**config.mk**
```make
export PLATFORM = sky130hd
export DESIGN_NAME = gate_dispatch
export DESIGN_NICKNAME = d
export VERILOG_FILES = /design/src/rtl/gate_disp_pkg.sv /design/src/rtl/gate_decode.sv /design/src/rtl/gate_addr_unit.sv /design/src/rtl/gate_dispatch.sv
export SDC_FILE = /design/constraint.sdc
export NUM_CORES = 1
export LEC_CHECK = 0
export BUFFER_PORTS_ARGS = -buffer_cell sky130_fd_sc_hd__buf_2
export CORE_ASPECT_RATIO = 1.1
export CORE_MARGIN = 5
export CORE_UTILIZATION = 62
export CTS_BUF_LIST = sky130_fd_sc_hd__clkbuf_2
export DETAILED_ROUTE_END_ITERATION = 16
export HOLD_SLACK_MARGIN = 0.05
export PLACE_DENSITY = 0.87
export SYNTH_ARGS = -nofsm -noshare
export SYNTH_HDL_FRONTEND = slang
export SYNTH_SLANG_ARGS = --single-unit
```
**constraint.sdc**
```tcl
create_clock -name clk -period 8.3 [get_ports clk]
set_clock_uncertainty 0.1 [all_clocks]
set_input_delay 1.245 -clock clk [delete_from_list [all_inputs] [get_ports clk]]
set_output_delay 1.245 -clock clk [all_outputs]
set_load 0.02 [all_outputs]
```
**src/rtl/gate_disp_pkg.sv**
```systemverilog
package gate_disp_pkg;

  localparam int WC_W = 5;

  typedef enum logic [1:0] {
    OP_NONE = 2'd0,
    OP_INT  = 2'd1,
    OP_CALL = 2'd2,
    OP_RET  = 2'd3
  } op_e;

  localparam logic [3:0] TY_TASK = 4'b0101;
  localparam logic [3:0] TY_INTR = 4'b0110;
  localparam logic [3:0] TY_CALL = 4'b1100;

  typedef enum logic [1:0] {
    GK_BAD,
    GK_INTR,
    GK_CALL,
    GK_TASK
  } gkind_e;

  typedef struct packed {
    logic [15:0]     sel;
    logic [31:0]     off;
    logic [WC_W-1:0] wc;
    gkind_e          kind;
  } gate_t;

  typedef enum logic [3:0] {
    S_IDLE, S_GLO, S_GMID, S_GHI, S_DEC,
    S_CRD, S_CW1, S_CW2, S_PSEL, S_POFF,
    S_RW1, S_RC1, S_RC2
  } st_e;

endpackage

```
**src/rtl/gate_decode.sv**
```systemverilog
module gate_decode
  import gate_disp_pkg::*;
(
  input  logic [31:0] word_lo,
  input  logic [31:0] word_hi,
  output gate_t       gate
);
  logic [7:0] acc;

  always_comb begin
    acc       = word_hi[15:8];
    gate.sel  = word_lo[31:16];
    gate.off  = {word_hi[31:16], word_lo[15:0]};
    gate.wc   = word_hi[WC_W-1:0];
    gate.kind = GK_BAD;
    if (acc[7] && !acc[4] && (word_hi[7:5] == 3'b000)) begin
      unique case (acc[3:0])
        TY_INTR: gate.kind = GK_INTR;
        TY_CALL: gate.kind = GK_CALL;
        TY_TASK: gate.kind = GK_TASK;
        default: gate.kind = GK_BAD;
      endcase
    end
  end
endmodule

```
**src/rtl/gate_addr_unit.sv**
```systemverilog
module gate_addr_unit
  import gate_disp_pkg::*;
#(
  parameter int IDX_W = 5
) (
  input  logic             use_call,
  input  logic [31:0]      int_base,
  input  logic [31:0]      call_base,
  input  logic [IDX_W-1:0] idx,
  input  logic [31:0]      usr_sp,
  input  logic [WC_W-1:0]  remain,
  output logic [31:0]      gate_addr,
  output logic [31:0]      copy_addr
);
  localparam int PADW = 32 - IDX_W - 3;
  localparam int CPAD = 32 - WC_W - 2;

  logic [31:0]     base;
  logic [WC_W-1:0] last;

  always_comb begin
    base      = use_call ? call_base : int_base;
    gate_addr = base + {{PADW{1'b0}}, idx, 3'b000};
    last      = remain - WC_W'(1);
    copy_addr = usr_sp + {{CPAD{1'b0}}, last, 2'b00};
  end
endmodule

```
**src/rtl/gate_dispatch.sv**
```systemverilog
module gate_dispatch
  import gate_disp_pkg::*;
#(
  parameter int          IDX_W     = 5,
  parameter logic [15:0] RESET_SEL = 16'h0008,
  parameter logic [31:0] RESET_OFF = 32'h0000_1000,
  parameter logic [31:0] RESET_SP  = 32'h0000_0F00
) (
  input  logic             clk,
  input  logic             rst,
  input  logic             cmd_valid,
  input  logic [1:0]       cmd_op,
  input  logic [IDX_W-1:0] cmd_index,
  input  logic [31:0]      cmd_ret_off,
  input  logic [31:0]      int_base,
  input  logic [31:0]      call_base,
  input  logic [31:0]      usr_sp,
  output logic             mem_re,
  output logic             mem_we,
  output logic [31:0]      mem_addr,
  output logic [31:0]      mem_wdata,
  input  logic [31:0]      mem_rdata,
  output logic             busy,
  output logic             done,
  output logic             fault,
  output logic             task_go,
  output logic [15:0]      task_sel,
  output logic [15:0]      cs_sel,
  output logic [31:0]      cs_off,
  output logic [31:0]      sp
);
  st_e             st;
  logic [31:0]     gaddr_q, lo_q, hi_q, ret_q, tmp_off;
  logic [WC_W-1:0] cnt;
  logic [31:0]     gate_addr, copy_addr;
  gate_t           g;
  logic            accept;

  assign accept = cmd_valid && (cmd_op != OP_NONE);

  gate_addr_unit #(.IDX_W(IDX_W)) u_addr (
    .use_call (cmd_op == OP_CALL),
    .int_base (int_base),
    .call_base(call_base),
    .idx      (cmd_index),
    .usr_sp   (usr_sp),
    .remain   (cnt),
    .gate_addr(gate_addr),
    .copy_addr(copy_addr)
  );

  gate_decode u_dec (
    .word_lo(lo_q),
    .word_hi(hi_q),
    .gate   (g)
  );

  always_ff @(posedge clk) begin
    if (rst) begin
      st        <= S_IDLE;
      busy      <= 1'b0;
      done      <= 1'b0;
      fault     <= 1'b0;
      task_go   <= 1'b0;
      task_sel  <= '0;
      cs_sel    <= RESET_SEL;
      cs_off    <= RESET_OFF;
      sp        <= RESET_SP;
      mem_re    <= 1'b0;
      mem_we    <= 1'b0;
      mem_addr  <= '0;
      mem_wdata <= '0;
      gaddr_q   <= '0;
      lo_q      <= '0;
      hi_q      <= '0;
      ret_q     <= '0;
      tmp_off   <= '0;
      cnt       <= '0;
    end else begin
      done    <= 1'b0;
      fault   <= 1'b0;
      task_go <= 1'b0;
      mem_re  <= 1'b0;
      mem_we  <= 1'b0;
      unique case (st)
        S_IDLE: if (accept) begin
          busy   <= 1'b1;
          ret_q  <= cmd_ret_off;
          mem_re <= 1'b1;
          if (cmd_op == OP_RET) begin
            mem_addr <= sp;
            st       <= S_RW1;
          end else begin
            mem_addr <= gate_addr;
            gaddr_q  <= gate_addr;
            st       <= S_GLO;
          end
        end
        S_GLO: begin
          mem_re   <= 1'b1;
          mem_addr <= gaddr_q + 32'd4;
          st       <= S_GMID;
        end
        S_GMID: begin
          lo_q <= mem_rdata;
          st   <= S_GHI;
        end
        S_GHI: begin
          hi_q <= mem_rdata;
          st   <= S_DEC;
        end
        S_DEC: begin
          unique case (g.kind)
            GK_BAD: begin
              fault <= 1'b1;
              done  <= 1'b1;
              busy  <= 1'b0;
              st    <= S_IDLE;
            end
            GK_TASK: begin
              task_go  <= 1'b1;
              task_sel <= g.sel;
              done     <= 1'b1;
              busy     <= 1'b0;
              st       <= S_IDLE;
            end
            GK_CALL: begin
              cnt <= g.wc;
              st  <= (g.wc != '0) ? S_CRD : S_PSEL;
            end
            default: st <= S_PSEL;
          endcase
        end
        S_CRD: begin
          mem_re   <= 1'b1;
          mem_addr <= copy_addr;
          st       <= S_CW1;
        end
        S_CW1: st <= S_CW2;
        S_CW2: begin
          mem_we    <= 1'b1;
          mem_addr  <= sp - 32'd4;
          mem_wdata <= mem_rdata;
          sp        <= sp - 32'd4;
          cnt       <= cnt - WC_W'(1);
          st        <= (cnt == WC_W'(1)) ? S_PSEL : S_CRD;
        end
        S_PSEL: begin
          mem_we    <= 1'b1;
          mem_addr  <= sp - 32'd4;
          mem_wdata <= {16'h0000, cs_sel};
          sp        <= sp - 32'd4;
          st        <= S_POFF;
        end
        S_POFF: begin
          mem_we    <= 1'b1;
          mem_addr  <= sp - 32'd4;
          mem_wdata <= ret_q;
          sp        <= sp - 32'd4;
          cs_sel    <= g.sel;
          cs_off    <= g.off;
          done      <= 1'b1;
          busy      <= 1'b0;
          st        <= S_IDLE;
        end
        S_RW1: begin
          mem_re   <= 1'b1;
          mem_addr <= sp + 32'd4;
          st       <= S_RC1;
        end
        S_RC1: begin
          tmp_off <= mem_rdata;
          st      <= S_RC2;
        end
        S_RC2: begin
          cs_off <= tmp_off;
          cs_sel <= mem_rdata[15:0];
          sp     <= sp + 32'd8;
          done   <= 1'b1;
          busy   <= 1'b0;
          st     <= S_IDLE;
        end
        default: st <= S_IDLE;
      endcase
    end
  end

  // memory port is never read and written together
  p_rw_excl_r8: assert property (@(posedge clk) disable iff (rst)
    !(mem_re && mem_we));

  // completion is a single-cycle pulse and ends the busy window
  p_done_pulse_r8: assert property (@(posedge clk) disable iff (rst)
    done |=> !done);
  p_done_idle_r8: assert property (@(posedge clk) disable iff (rst)
    done |-> !busy);

  // a rejected gate leaves the code pointer and stack alone
  p_fault_hold_r3: assert property (@(posedge clk) disable iff (rst)
    fault |-> ($stable(cs_sel) && $stable(cs_off) && $stable(sp)));

  // a task handoff does not touch stack or code pointer
  p_task_hold_r6: assert property (@(posedge clk) disable iff (rst)
    task_go |-> ($stable(sp) && $stable(cs_sel) && $stable(cs_off)));

  // every stack write goes to the slot the pointer now names
  p_push_addr_r4: assert property (@(posedge clk) disable iff (rst)
    mem_we |-> (mem_addr == sp));

  // completing a return raises the stack pointer by two words
  p_ret_sp_r7: assert property (@(posedge clk) disable iff (rst)
    $past(st == S_RC2) |-> (sp == $past(sp) + 32'd8));

endmodule

```
==> flow_metrics.py <==
metrics = {
    "run_status": {
        "status": "finished, final reports clean",
    },
    "sta": {
        "layout_worst_path_cycle_share_pct": 52.02,
        "fin_setup_tns_ns": 0,
        "hold_viol": 0,
        "fmax_ghz": 0.2316,
        "min_period_ns": 4.318,
        "rsz0062_at_grt": "false",
        "worst_pin_slew_ns": 1.266,
        "setup_viol": 0,
        "timing.hold.ws_ns": 0.3470,
        "slew_headroom_pct": 15.39,
        "drv_slew": 0,
    },
    "job": {
        "cap_violations": 0,
    },
    "logic_synthesis": {
        "yosys-top-cells-area": "dfxtp_1, nand2_1, a21oi_1",
        "yosysMostFrequentCell": "nand2_1",
        "syn_inst": 2367,
        "ys_warn_count": 0,
        "yosysTopAreaCell": "dfxtp_1",
        "synth_top_area_share_pct": 37.11,
        "yosysSeqAreaShare_pct": 37.11,
        "synth_edf_count": 0,
        "ys.flop_type": "dfxtp_1",
        "yosys.cell_types.count": 90,
        "synth_common_cells": "nand2_1, dfxtp_1, a21oi_1, nor2_1, clkbuf_1",
        "ys_async_sr_fraction_pct": 0,
        "syn_avg_cell_area_um2": 7.543,
        "syn_area_um2": 17850,
        "synth-seq-cells": 331,
    },
    "clock_network": {
        "cts_buffers": 82,
        "post_cts_buffers": 0,
        "cts_hold_buf": 0,
        "cts_tree": "yes",
        "clkSlewWorstSetupHoldPaths_ns": 0.12,
        "clkSinkCount": 331,
        "cts.root.buffer_cell": "clkbuf_2",
        "ctsResizeCount": 0,
        "clock_latency_ns": 0.93,
        "htree_levels": 3,
        "clk_path_buf_depth": 3,
    },
    "worst_hold_path": {
        "whs_endpoint": "mem_wdata[16]$_SDFFE_PP0P_",
        "hp-class": "register to register",
        "whs_path_depth": 2,
        "hp-start": "ret_q[16]$_SDFFE_PP0P_",
    },
    "worst_setup_path": {
        "arrival_ns": 5.03,
        "rr_worst_depth": 12,
        "max_stage_delay_ns": 0.99,
        "r2r-start": "st[0]$_SDFFE_PP0P_",
        "cp_num_buf_inv": 1,
        "startpoint_type": "register",
        "cp_slowest_cell": "dfxtp_1",
        "path_cells": "nand4bb_1 > buf_4 > nand2_1 > o21ai_0 > ha_1 > and4_1 > nor4b_2 > o211ai_1 > nor3_1 > xnor2_1 > o221ai_1 > o211a_1",
        "crit_path_start": "st[0]$_SDFFE_PP0P_",
        "reg2reg_slack_ns": 3.98,
        "endpoint_kind": "register",
        "worstSetupPathType": "register to register",
        "cp_max_fo": 37,
        "regToRegEndpoint": "mem_addr[28]$_SDFFE_PP0P_",
        "cp_top_family": "simple AND/OR/NAND/NOR gates",
        "required_ns": 9.01,
    },
    "floorplanning": {
        "io_pins": 336,
        "die_width_um": 171.8,
        "die_area_um2": 32300,
        "coreArea_um2": 28550,
        "num_rows": 65,
        "die_h_um": 188.0,
        "start_util_pct": 62.55,
    },
    "grt": {
        "grt_start_max_net_pins": 119,
        "grt_overflow": 0,
        "grt_usage_pct": 38.82,
        "first_global_vias": 18760,
        "grt_pass1_wl_um": 100200,
        "antenna_found_initial": 4,
    },
    "detailed_routing": {
        "wl_um": 65250,
        "vias": 19470,
        "routed_via_density": 6.372,
        "drcViolationCount": 0,
        "drt_iter0_markers": 2197,
        "ant_nets": 0,
        "wl_per_cell_um": 21.35,
        "drtPass1Iterations": 7,
    },
    "finish": {
        "regArea_um2": 6626,
        "area_growth_pct": 13.61,
        "drive_above_1_share_pct": 19.86,
        "n_fill_cell": 2426,
        "fin_nets": 2819,
        "multi_input_area_um2": 10500,
    },
    "power_and_ir_drop": {
        "leakage_nw": 7.837,
        "p_per_area_nw_per_um2": 183.8,
        "ir_drop_uv": 146.9,
    },
    "placed_design": {
        "hpwl_um": 46130,
        "portBuffers": 333,
        "gp_congestion": 0.9470,
    },
}
## cells in the final DEF, fill, tap and decap left out, drive strengths merged, types with 8 or more instances in the layout
master	netlist	routed
a2111oi	8	8
a211oi	39	39
a21oi	272	272
a221oi	12	12
a22oi	70	70
a311oi	25	25
a31oi	12	12
and2	9	9
and3	24	24
and4	10	10
buf	32	360
clkbuf	153	112
clkinv	1	27
dfxtp	331	331
ha	20	20
inv	22	24
mux2i	47	47
nand2	540	540
nand2b	9	9
nand3	59	59
nand3b	13	13
nand4	23	23
nor2	194	194
nor3	53	53
nor4	27	27
nor4b	10	10
o211ai	13	13
o21ai	66	66
o221ai	11	11
o22ai	17	17
or3	13	13
xnor2	73	73
xor2	53	53
## cells by family (layout without fill, tap and decap cells)
| logic type | count (synthesis) | in the layout | synth area share [%] |
|---|---|---|---|
| AO/OA/AOI/OAI | 608 | 608 | 21.45 |
| buffers and inverters | 208 | 524 | 4.597 |
| flip-flops | 331 | 331 | 37.11 |
| adder cells (fa/ha/maj) | 22 | 22 | 1.626 |
| other | 1 | 6 | 0.02100 |
| XOR/XNOR | 126 | 126 | 6.181 |
| multiplexers | 54 | 54 | 3.308 |
| AND/OR/NAND/NOR | 1017 | 1017 | 25.70 |
## layer usage
metal  up-vias  routed length (um)  GRT usage (%)
met1      9071               22230          43.18
met3       297                6771          9.445
met5         -                   0              0
li1       8897                   -              -
met4         0                5426          28.27
met2      1209               30820          63.95
## worst reg2reg max path: stages (launching register included)
cell and delay, ns:
dfxtp_1 0.99, nand4bb_1 0.24, buf_4 0.40, nand2_1 0.10
o21ai_0 0.09, ha_1 0.31, and4_1 0.27, nor4b_2 0.40
o211ai_1 0.41, nor3_1 0.33, xnor2_1 0.12, o221ai_1 0.28
o211a_1 0.19
## how the worst max path moves through the flow
stage	cells past startpoint	slack, ns	end
after global routing	12	3.59	mem_addr[28]$_SDFFE_PP0P_
after floorplan	18	3.27	mem_addr[27]$_SDFFE_PP0P_
after global placement	14	3.61	mem_addr[27]$_SDFFE_PP0P_
final	12	3.98	mem_addr[28]$_SDFFE_PP0P_
after CTS	12	4.04	mem_addr[30]$_SDFFE_PP0P_
after detailed placement	11	3.40	mem_addr[29]$_SDFFE_PP0P_
## state kept, by name, indices dropped and copies added (netlist names)
name and cells:
mem_wdata 32, cs_sel 16, sp 30, mem_addr 32, task_sel 16, st 4, lo_q 32, ret_q 32
fault 1, cnt 5, busy 1, tmp_off 32, gaddr_q 32, done 1, cs_off 32, mem_we 1
mem_re 1, task_go 1, hi_q 30
## per-stage QoR
| step | cell area [um2] | utilization (%) | setup WS (ns) | std cells | total power [mW] |
|---|---|---|---|---|---|
| 6_report | 20280 | 71.06 | 3.982 | 3056 | 3.729 |
| 3_5_place_dp | 19560 | 68.50 | 3.403 | 2911 | 2.659 |
| 3_3_place_gp | 19560 | 68.50 | 3.605 | 2911 | 2.638 |
| 5_1_grt | 20280 | 71.06 | 3.589 | 3056 | 3.900 |
| 2_1_floorplan | 17860 | - | 3.265 | 2368 | 2.324 |
| 4_1_cts | 20270 | 71.02 | 4.037 | 3052 | 3.715 |
## where the power goes
group	switching (mW)	total, mW	leakage, nW	internal [mW]
registers	0.111	1.80	2.69	1.69
logic	0.569	0.848	4.60	0.279
clock network	0.679	1.08	0.550	0.402
## cell type report
| cell class | count | share of cell area [%] |
|---|---|---|
| inverter | 23 | 0.4256 |
| antenna | 4 | 0.04935 |
| sequential | 331 | 32.67 |
| multi-input combinational | 1829 | 51.78 |
| tap | 368 | 2.270 |
| timing repair buffer | 360 | 9.265 |
| clock buffer | 112 | 2.763 |
| clock inverter | 29 | 0.7834 |
Power figures use the tool's default switching activity.
